**src/rtl/qbank_pkg.sv**
```systemverilog
package qbank_pkg;
   // Byte offsets inside one queue slot.
   localparam int SLOT_OFF_DATA = 'h0;
   localparam int SLOT_OFF_STAT = 'h8;
   // Status word bit positions.
   localparam int ST_EMPTY_BIT = 0;
   localparam int ST_FULL_BIT  = 1;
   localparam int ST_OVF_BIT   = 2;
   localparam int ST_UNF_BIT   = 3;
   localparam int ST_CNT_LSB   = 8;

   typedef enum logic [1:0] {
      KIND_DATA = 2'd0,
      KIND_STAT = 2'd1,
      KIND_NONE = 2'd2
   } reg_kind_e;
endpackage

```
**src/rtl/qbank_decode.sv**
```systemverilog
module qbank_decode
   import qbank_pkg::*;
#(
   parameter int NUM_Q   = 4,
   parameter int SEL_LSB = 4,
   localparam int SEL_W  = $clog2(NUM_Q),
   localparam int ADDR_W = SEL_LSB + SEL_W
) (
   input  logic              en,
   input  logic [ADDR_W-1:0] addr,
   output logic [NUM_Q-1:0]  hit,
   output reg_kind_e         kind
);
   logic [SEL_LSB-1:0] offset;
   logic [SEL_W-1:0]   sel;

   assign offset = addr[SEL_LSB-1:0];
   assign sel    = addr[SEL_LSB +: SEL_W];

   always_comb begin
      if (offset == SEL_LSB'(SLOT_OFF_DATA))      kind = KIND_DATA;
      else if (offset == SEL_LSB'(SLOT_OFF_STAT)) kind = KIND_STAT;
      else                                        kind = KIND_NONE;
   end

   for (genvar i = 0; i < NUM_Q; i++) begin : g_hit
      assign hit[i] = en && (sel == SEL_W'(i));
   end

   initial begin
      assert (SEL_LSB > $clog2(SLOT_OFF_STAT))
         else $error("slot too narrow for the status offset");
   end
endmodule

```
**src/rtl/qbank_fifo.sv**
```systemverilog
module qbank_fifo #(
   parameter int DATA_W = 32,
   parameter int DEPTH  = 16,
   localparam int PTR_W = $clog2(DEPTH),
   localparam int CNT_W = $clog2(DEPTH + 1)
) (
   input  logic              clk,
   input  logic              rst_n,
   input  logic              push,
   input  logic [DATA_W-1:0] push_data,
   input  logic              pop,
   input  logic              clr_ovf,
   input  logic              clr_unf,
   output logic [DATA_W-1:0] head_data,
   output logic [CNT_W-1:0]  count,
   output logic              empty,
   output logic              full,
   output logic              ovf,
   output logic              unf
);
   logic [DATA_W-1:0] mem [DEPTH];
   logic [PTR_W-1:0]  wr_ptr, rd_ptr;
   logic              do_push, do_pop, set_ovf, set_unf;

   assign empty     = (count == '0);
   assign full      = (count == CNT_W'(DEPTH));
   assign do_pop    = pop && !empty;
   assign do_push   = push && (!full || do_pop);
   assign set_ovf   = push && !do_push;
   assign set_unf   = pop && empty;
   assign head_data = mem[rd_ptr];

   always_ff @(posedge clk) begin
      if (do_push) mem[wr_ptr] <= push_data;
   end

   always_ff @(posedge clk or negedge rst_n) begin
      if (!rst_n) begin
         wr_ptr <= '0;
         rd_ptr <= '0;
         count  <= '0;
         ovf    <= 1'b0;
         unf    <= 1'b0;
      end else begin
         if (do_push) wr_ptr <= wr_ptr + PTR_W'(1);
         if (do_pop)  rd_ptr <= rd_ptr + PTR_W'(1);
         unique case ({do_push, do_pop})
            2'b10:   count <= count + CNT_W'(1);
            2'b01:   count <= count - CNT_W'(1);
            default: count <= count;
         endcase
         if (set_ovf)      ovf <= 1'b1;
         else if (clr_ovf) ovf <= 1'b0;
         if (set_unf)      unf <= 1'b1;
         else if (clr_unf) unf <= 1'b0;
      end
   end

   initial begin
      assert (DEPTH >= 2 && (DEPTH & (DEPTH - 1)) == 0)
         else $error("DEPTH must be a power of two, at least 2");
   end


   push_count_chk: assert property (@(posedge clk) disable iff (!rst_n)
      push && !full && !pop |=> count == $past(count) + CNT_W'(1));

   idle_stable_chk: assert property (@(posedge clk) disable iff (!rst_n)
      !push && !pop |=> $stable(count) && $stable(head_data));

   no_overflow_chk: assert property (@(posedge clk) disable iff (!rst_n)
      push && full && !pop |=> ovf && $stable(count));

   ovf_clear_chk: assert property (@(posedge clk) disable iff (!rst_n)
      clr_ovf && !(push && full && !pop) |=> !ovf);

   underflow_flag_chk: assert property (@(posedge clk) disable iff (!rst_n)
      pop && empty && !push |=> unf && count == '0);

   pass_through_chk: assert property (@(posedge clk) disable iff (!rst_n)
      push && pop && !empty |=> count == $past(count) && !$rose(ovf));
endmodule

```
**src/rtl/mmq_bank.sv**
```systemverilog
module mmq_bank
   import qbank_pkg::*;
#(
   parameter int DATA_W  = 32,
   parameter int DEPTH   = 16,
   parameter int NUM_Q   = 4,
   parameter int SEL_LSB = 4,
   localparam int SEL_W  = $clog2(NUM_Q),
   localparam int ADDR_W = SEL_LSB + SEL_W
) (
   input  logic              clk,
   input  logic              rst_n,
   input  logic              wr_en,
   input  logic [ADDR_W-1:0] wr_addr,
   input  logic [DATA_W-1:0] wr_data,
   input  logic              rd_en,
   input  logic [ADDR_W-1:0] rd_addr,
   output logic [DATA_W-1:0] rd_data
);
   localparam int CNT_W = $clog2(DEPTH + 1);

   logic [NUM_Q-1:0]             w_hit, r_hit;
   reg_kind_e                    w_kind, r_kind;
   logic [SEL_W-1:0]             r_sel;
   logic [NUM_Q-1:0][DATA_W-1:0] head_w, stat_w;
   logic [NUM_Q-1:0]             empty_w;

   function automatic logic [DATA_W-1:0] pack_stat(
      input logic [CNT_W-1:0] cnt, input logic e, input logic f,
      input logic o, input logic u);
      logic [DATA_W-1:0] w;
      w = '0;
      w[ST_EMPTY_BIT] = e;
      w[ST_FULL_BIT]  = f;
      w[ST_OVF_BIT]   = o;
      w[ST_UNF_BIT]   = u;
      w[ST_CNT_LSB +: CNT_W] = cnt;
      return w;
   endfunction

   qbank_decode #(.NUM_Q(NUM_Q), .SEL_LSB(SEL_LSB)) wdec_i (
      .en(wr_en), .addr(wr_addr), .hit(w_hit), .kind(w_kind));
   qbank_decode #(.NUM_Q(NUM_Q), .SEL_LSB(SEL_LSB)) rdec_i (
      .en(rd_en), .addr(rd_addr), .hit(r_hit), .kind(r_kind));

   assign r_sel = rd_addr[SEL_LSB +: SEL_W];

   for (genvar i = 0; i < NUM_Q; i++) begin : g_q
      logic [CNT_W-1:0] cnt;
      logic             full, ovf, unf;
      qbank_fifo #(.DATA_W(DATA_W), .DEPTH(DEPTH)) fifo_i (
         .clk      (clk),
         .rst_n    (rst_n),
         .push     (w_hit[i] && w_kind == KIND_DATA),
         .push_data(wr_data),
         .pop      (r_hit[i] && r_kind == KIND_DATA),
         .clr_ovf  (w_hit[i] && w_kind == KIND_STAT && wr_data[ST_OVF_BIT]),
         .clr_unf  (w_hit[i] && w_kind == KIND_STAT && wr_data[ST_UNF_BIT]),
         .head_data(head_w[i]),
         .count    (cnt),
         .empty    (empty_w[i]),
         .full     (full),
         .ovf      (ovf),
         .unf      (unf)
      );
      assign stat_w[i] = pack_stat(cnt, empty_w[i], full, ovf, unf);
   end

   always_ff @(posedge clk or negedge rst_n) begin
      if (!rst_n) begin
         rd_data <= '0;
      end else if (rd_en) begin
         unique case (r_kind)
            KIND_DATA: rd_data <= empty_w[r_sel] ? '0 : head_w[r_sel];
            KIND_STAT: rd_data <= stat_w[r_sel];
            default:   rd_data <= '0;
         endcase
      end
   end

   initial begin
      assert (NUM_Q >= 2 && (NUM_Q & (NUM_Q - 1)) == 0)
         else $error("NUM_Q must be a power of two, at least 2");
      assert (ST_CNT_LSB + CNT_W <= DATA_W)
         else $error("DATA_W too narrow for the status word");
   end


   empty_read_zero_chk: assert property (@(posedge clk) disable iff (!rst_n)
      rd_en && r_kind == KIND_DATA && empty_w[r_sel] |=> rd_data == '0);

   hole_read_zero_chk: assert property (@(posedge clk) disable iff (!rst_n)
      rd_en && r_kind == KIND_NONE |=> rd_data == '0);

   pop_head_chk: assert property (@(posedge clk) disable iff (!rst_n)
      rd_en && r_kind == KIND_DATA && !empty_w[r_sel] |=> rd_data == $past(head_w[r_sel]));
endmodule

```
**config.mk**
```make
export PLATFORM = sky130hd
export DESIGN_NAME = mmq_bank
export DESIGN_NICKNAME = d
export VERILOG_FILES = /design/src/rtl/qbank_pkg.sv /design/src/rtl/qbank_decode.sv /design/src/rtl/qbank_fifo.sv /design/src/rtl/mmq_bank.sv
export SDC_FILE = /design/constraint.sdc
export NUM_CORES = 2
export LEC_CHECK = 0
export BUFFER_PORTS_ARGS = -buffer_cell sky130_fd_sc_hd__clkbuf_2
export CORE_AREA = 2 2 420 505
export CTS_CLUSTER_DIAMETER = 60
export DETAILED_ROUTE_END_ITERATION = 8
export DIE_AREA = 0 0 422 507
export PLACE_DENSITY_LB_ADDON = 0.12
export SYNTH_ARGS = -nofsm -noshare
export SYNTH_HDL_FRONTEND = slang
export SYNTH_SLANG_ARGS = --single-unit
```
**constraint.sdc**
```tcl
create_clock -name clk -period 6.2 [get_ports clk]
set_input_delay 1.24 -clock clk [delete_from_list [all_inputs] [get_ports clk]]
set_output_delay 1.24 -clock clk [all_outputs]
set_load 0.005 [all_outputs]
```
Word level (Yosys, flattened, before mapping)
Memories as Yosys holds them, arrays and structs flattened.
Cells that the tools add are included.

cells by class
  mux-type cells = 40
  reduce and logical (&&, ||, !) cells = 82
  eq/ne operators = 22
  $add $sub $neg = 16
  $lt $le $gt $ge = 1

operators with widths
  cell                   count
  $bmux W32 S2           2
  $mux W32               3
  $pmux W32 S2           1
  $logic_and A1 B1 Y1    44
  $pmux W5 S2            4
  $add A4 B1 Y4 const B  8
  $mux W1                25
  $reduce_bool A2 Y1     12
  $add A5 B1 Y5 const B  4
  $eq A5 B5 Y1 const B   4
  $logic_not A5 Y1       4
  $sub A5 B1 Y5 const B  4
  $eq A2 B1 Y1 const B   8
  $eq A2 B2 Y1 const B   8
  $logic_not A1 Y1       12
  $eq A4 B4 Y1 const B   2
  $logic_not A2 Y1       4
  $logic_not A4 Y1       2
  $mux W2                4
  $logic_or A1 B1 Y1     4
  $lt A2 B3 Y1 const B   1
  $bmux W1 S2            1

storage, ports and cells
  output and inout port bits = 32
  memory bits (writable) = 2048
  word-level logic and storage cells = 186
  register bits = 92
  bits of input ports = 48
  memories kept = 4

memories
  memory             words  bits a word  read ports  clocked after memory_dff  wr ports  RTL line          RTL
  g_q[0].fifo_i.mem  16     32           1           0                         1         qbank_fifo.sv:21  logic [DATA_W-1:0] mem [DEPTH];
  g_q[1].fifo_i.mem  16     32           1           0                         1         qbank_fifo.sv:21
  g_q[2].fifo_i.mem  16     32           1           0                         1         qbank_fifo.sv:21
  g_q[3].fifo_i.mem  16     32           1           0                         1         qbank_fifo.sv:21

Longest topological paths before layout
  depth in word-level cells = 11
  mapped depth = 16
  gate-level depth less buffers = 14

By module
Synthesis repeated with hierarchy kept, for this count alone.

unflattened totals
  cell total of the unflattened synthesis = 3727
  area, all modules = 82600.5 um2

by module, submodules not included
  module                          sequential area each (um2)  instances  area an instance (um2)  cells an instance
  qbank_fifo (g_q[0].fifo_i ...)  15750.1                     3          20036.7                 889
  qbank_fifo (g_q[3].fifo_i)      15750.1                     1          20055.5                 894
  mmq_bank                        800.8                       1          2342.2                  154
  qbank_decode                    0.0                         2          46.3                    6

Worst setup path after synthesis
No wires, ideal clock.

  kind = input -> register
  start = input rd_addr[4]
  end = memory g_q[0].fifo_i.mem[0][0], enable pin
  buffers on the path = 1
  required time = 5.698 ns
  arrival = 5.328 ns
  stages on the path = 6
  library setup time = 0.502 ns
  path slack = 0.371 ns
  path through = buf_2 nor2_1 nand3_1 a31oi_2 inv_2 nor4_1

between the ends
  cells in the longest elaborated chain, start to end = 8

ends and longest elaborated chain
  element                        RTL line            RTL
  from (decl)                    mmq_bank.sv:17      input logic [ADDR_W-1:0] rd_addr,
  $logic_not A2 Y1               qbank_decode.sv:27  assign hit[i] = en && (sel == SEL_W'(i));
  $logic_and A1 B1 Y1            qbank_decode.sv:27
  $logic_and A1 B1 Y1            mmq_bank.sv:56      .pop (r_hit[i] && r_kind == KIND_DATA),
  $logic_and A1 B1 Y1            qbank_fifo.sv:27    assign do_pop = pop && !empty;
  $logic_or A1 B1 Y1             qbank_fifo.sv:28    assign do_push = push && (!full || do_pop);
  $logic_and A1 B1 Y1            qbank_fifo.sv:28
  $mux W1                        qbank_fifo.sv:34    if (do_push) mem[wr_ptr] <= push_data;
  $mux W1 (not written as such)  qbank_fifo.sv:34
  to (decl)                      qbank_fifo.sv:21

No other way between the ends.

Worst setup path in the final report
  start = register g_q[0].fifo_i.rd_ptr[0]
  end = register rd_data[0]

between the ends
  cells in the longest elaborated chain, start to end = 5

ends and longest elaborated chain
  element                         RTL line          RTL
  from (decl)                     qbank_fifo.sv:22  logic [PTR_W-1:0] wr_ptr, rd_ptr;
  from (signal assigned)          qbank_fifo.sv:46  if (do_pop) rd_ptr <= rd_ptr + PTR_W'(1);
  $mem_v2 Z16 W32                 -
  $bmux W32 S2                    mmq_bank.sv:74    KIND_DATA: rd_data <= empty_w[r_sel] ? '0 : head_w[r_sel];
  $mux W32 (not written as such)  mmq_bank.sv:74
  $mux W32                        mmq_bank.sv:74
  $pmux W32 S2                    mmq_bank.sv:73    unique case (r_kind)
  to (signal assigned)            mmq_bank.sv:74
  to (signal assigned)            mmq_bank.sv:75    KIND_STAT: rd_data <= stat_w[r_sel];
  to (decl)                       mmq_bank.sv:18    output logic [DATA_W-1:0] rd_data

No other way between the ends. The select of a mux whose other input is x is not followed.
A chain may end at the register's enable or synchronous reset.

==> results.py <==
metrics = {
    "final_layout": {
        "finalNetCount": 4264,
        "stdcell_count": 7167,
        "layout-drive-gt1-share": 0.255,
        "mostFrequentLayoutCell": "edfxtp_1",
        "mostFrequentLayoutCells": "2048 x edfxtp_1, 444 x mux4_2, 218 x clkbuf_16",
        "area_growth_syn_to_layout_pct": 13.7,
    },
    "yosys": {
        "yosys_warnings": 0,
        "synth_nets": 4031,
        "synth_edf_count": 2048,
        "seq_area_frac_synth": 0.766,
        "synth-main-ff-cell": "edfxtp_1",
        "syn-instance-count": 3947,
        "synthDistinctLibCells": 75,
        "syn_avg_cell_area_um2": 21.1,
        "ys_seq_elements": 2140,
        "syn-cell-area_um2": 83300,
        "async_flop_share": 0.0430,
    },
    "run_status": {
        "outcome": "finished, final reports clean",
    },
    "timing": {
        "worstMarginPinSlew_ns": 1.27,
        "fin_skew_ns": 0.0295,
        "max-slew-margin-rel": 0.130,
        "layout_worst_path_cycle_share": 0.644,
        "setup_viol": 0,
        "finalSetupTns_ns": 0,
        "grt_setup_unrepaired": "no",
        "whs_ns": 0.429,
        "slew_violations": 0,
        "max_freq_mhz": 250,
        "hold_viol": 0,
        "layout_min_cycle_time_ns": 3.99,
    },
    "worst_setup_path": {
        "start_kind": "flip-flop",
        "cp_max_fo": 36,
        "r2r_cells": 8,
        "crit_arrival_ns": 4.69,
        "crit_path_end_kind": "flip-flop",
        "required_ns": 6.89,
        "worstSetupPathType": "reg -> reg",
    },
    "die": {
        "die_x_um": 422,
        "initial_core_util": 0.398,
        "coreArea_um2": 209000,
        "pin_count": 80,
        "die_h_um": 507,
        "rows": 184,
        "dieArea_um2": 214000,
    },
    "grt": {
        "overflow": 0,
        "globalRouteMet2Util": 0.394,
        "antenna_found_initial": 12,
        "grt_pass1_vias": 41200,
        "grt_max_degree": 74,
        "grt_busiest_layer": "met2",
        "grt_use_met1": 0.284,
        "grt_pass1_wl_um": 332000,
        "grtUsageMet3": 0.0282,
        "track_usage": 0.221,
    },
    "power_and_ir_drop": {
        "p_per_area_nw_per_um2": 327,
        "leakagePower_nw": 29.5,
        "vdd_ir_drop_max_uv": 309,
        "power.total_mw": 31.0,
    },
    "place": {
        "io_buffers": 79,
        "gp_congestion": 0.797,
        "post-dp-hpwl_um": 151000,
        "dpl.cell_count": 6751,
    },
    "min_path": {
        "worst_hold_path_type": "in -> async",
    },
    "clock_network": {
        "cts-root-buf": "clkbuf_16",
        "cts_htree_levels": 4,
        "cts_resized": 0,
        "numCtsBuffers": 217,
        "clkSlewWorstSetupHoldPaths_ns": 0.07,
        "cts_sinks": 2140,
        "post-cts-setup-buffer-count": 0,
        "ctsHoldBuffers": 0,
        "cts_buffer_depth": 3,
        "clk_latency_ns": 0.86,
        "cts_tree": "built",
    },
    "routing": {
        "drc_errors": 0,
        "first_iter_violations": 3613,
        "antenna_left": 0,
        "firstDrtPassIters": 5,
        "wl_per_cell_um": 33.1,
        "wl_um": 237000,
        "vias": 40200,
        "vias_per_cell": 5.61,
    },
    "flow_run": {
        "maxCapViolCount": 0,
    },
}
## worst paths after layout
check,startpoint,endpoint,slack (ns)
min,rst_n,rd_data[30],0.43
max,g_q[0].fifo_i.rd_ptr[0],rd_data[0],2.21
max reg2reg,g_q[0].fifo_i.rd_ptr[0],rd_data[0],2.21
min reg2reg,g_q[0].fifo_i.unf,g_q[0].fifo_i.unf,0.50
max in group asynchronous,rst_n,g_q[0].fifo_i.rd_ptr[0],4.52
min in group clk,g_q[0].fifo_i.unf,g_q[0].fifo_i.unf,0.50
## power breakdown
| group | switching [mW] | internal, mW | leakage, nW |
|---|---|---|---|
| clock | 5.61 | 7.31 | 3.42 |
| combinational | 1.17 | 0.758 | 6.47 |
| sequential | 0.202 | 15.9 | 19.6 |
| total | 6.98 | 24.0 | 29.5 |
## stage by stage
| step | setup slack, ns | cell area (um^2) | util |
|---|---|---|---|
| after CTS | 2.16 | 94700 | 0.453 |
| after detailed placement | 1.31 | 87700 | 0.419 |
| after floorplan | 0.371 | 83300 | - |
| final | 2.21 | 94700 | 0.453 |
| after global placement | 1.33 | 87700 | 0.419 |
| after global routing | 1.97 | 94700 | 0.453 |
## layer usage
layer  part of all wire  up-vias
met2               0.53     1041
li1                   -    17000
met3              0.043      282
met5           0.000055        -
met4              0.027        2
met1               0.40    21900
## critical path, cell delays in order, from the launching register on
cell	delay [ns]
dfrtp_4	0.91
buf_4	0.45
nand2_1	0.40
a211oi_1	0.32
a2111oi_0	0.19
buf_4	0.25
a31oi_1	0.38
nor4b_1	0.68
o221ai_1	0.24
## cell type report
type                    instances  area (um^2)
fillers                     17900       114000
flip-flops and latches       2140        63800
multi-input cells            1555        18600
clock buffers                 278         5740
well taps                    2790         3490
repair buffers                231         1640
clock inverters               133         1240
inverters                      35          131
diodes                          5         12.5
## cells by family (layout without fill, tap and decap cells)
family | Yosys count | after routing | synth area share
DFF | 2140 | 2140 | 0.766
and+or+nand+nor | 361 | 361 | 0.0229
buffers and inverters | 252 | 677 | 0.0151
other | 0 | 5 | 0
AOI/OAI and AO/OA | 444 | 444 | 0.0371
muxes | 665 | 665 | 0.148
xor gates and xnor gates | 49 | 49 | 0.00515
adders and majority gates | 36 | 36 | 0.00550
## cells in the mapped netlist (all sizes together) (3+ instances only)
library cell / count / area share
a2111oi: 11 / 0.0012
a211oi: 45 / 0.0041
a21boi: 3 / 0.00027
a21o: 5 / 0.00045
a21oi: 91 / 0.0055
a221o: 5 / 0.00060
a221oi: 54 / 0.0059
a22oi: 88 / 0.0079
a31oi: 13 / 0.0015
a41o: 7 / 0.00084
and2: 21 / 0.0016
buf: 144 / 0.010
clkbuf: 73 / 0.0034
dfrtp: 92 / 0.028
edfxtp: 2048 / 0.74
ha: 35 / 0.0053
inv: 34 / 0.0015
mux2: 14 / 0.0019
mux2i: 202 / 0.024
mux4: 449 / 0.12
nand2: 103 / 0.0047
nand2b: 21 / 0.0016
nand3: 31 / 0.0020
nand3b: 3 / 0.00027
nand4: 8 / 0.00060
nor2: 67 / 0.0031
nor2b: 56 / 0.0042
nor3: 17 / 0.0010
nor3b: 6 / 0.00060
nor4: 13 / 0.0017
nor4b: 3 / 0.00039
nor4bb: 4 / 0.00048
o211ai: 7 / 0.00063
o21ai: 75 / 0.0045
o221a: 7 / 0.00095
o22ai: 20 / 0.0015
xnor2: 29 / 0.0031
xor2: 20 / 0.0021
## sequential cells by signal (all words and copies together), names as in the netlist
name	count
g_q.fifo_i.unf	4
rd_data	32
g_q.fifo_i.rd_ptr	16
g_q.fifo_i.mem	2048
g_q.fifo_i.ovf	4
g_q.fifo_i.count	20
g_q.fifo_i.wr_ptr	16
(Power assumes the default switching activity.)
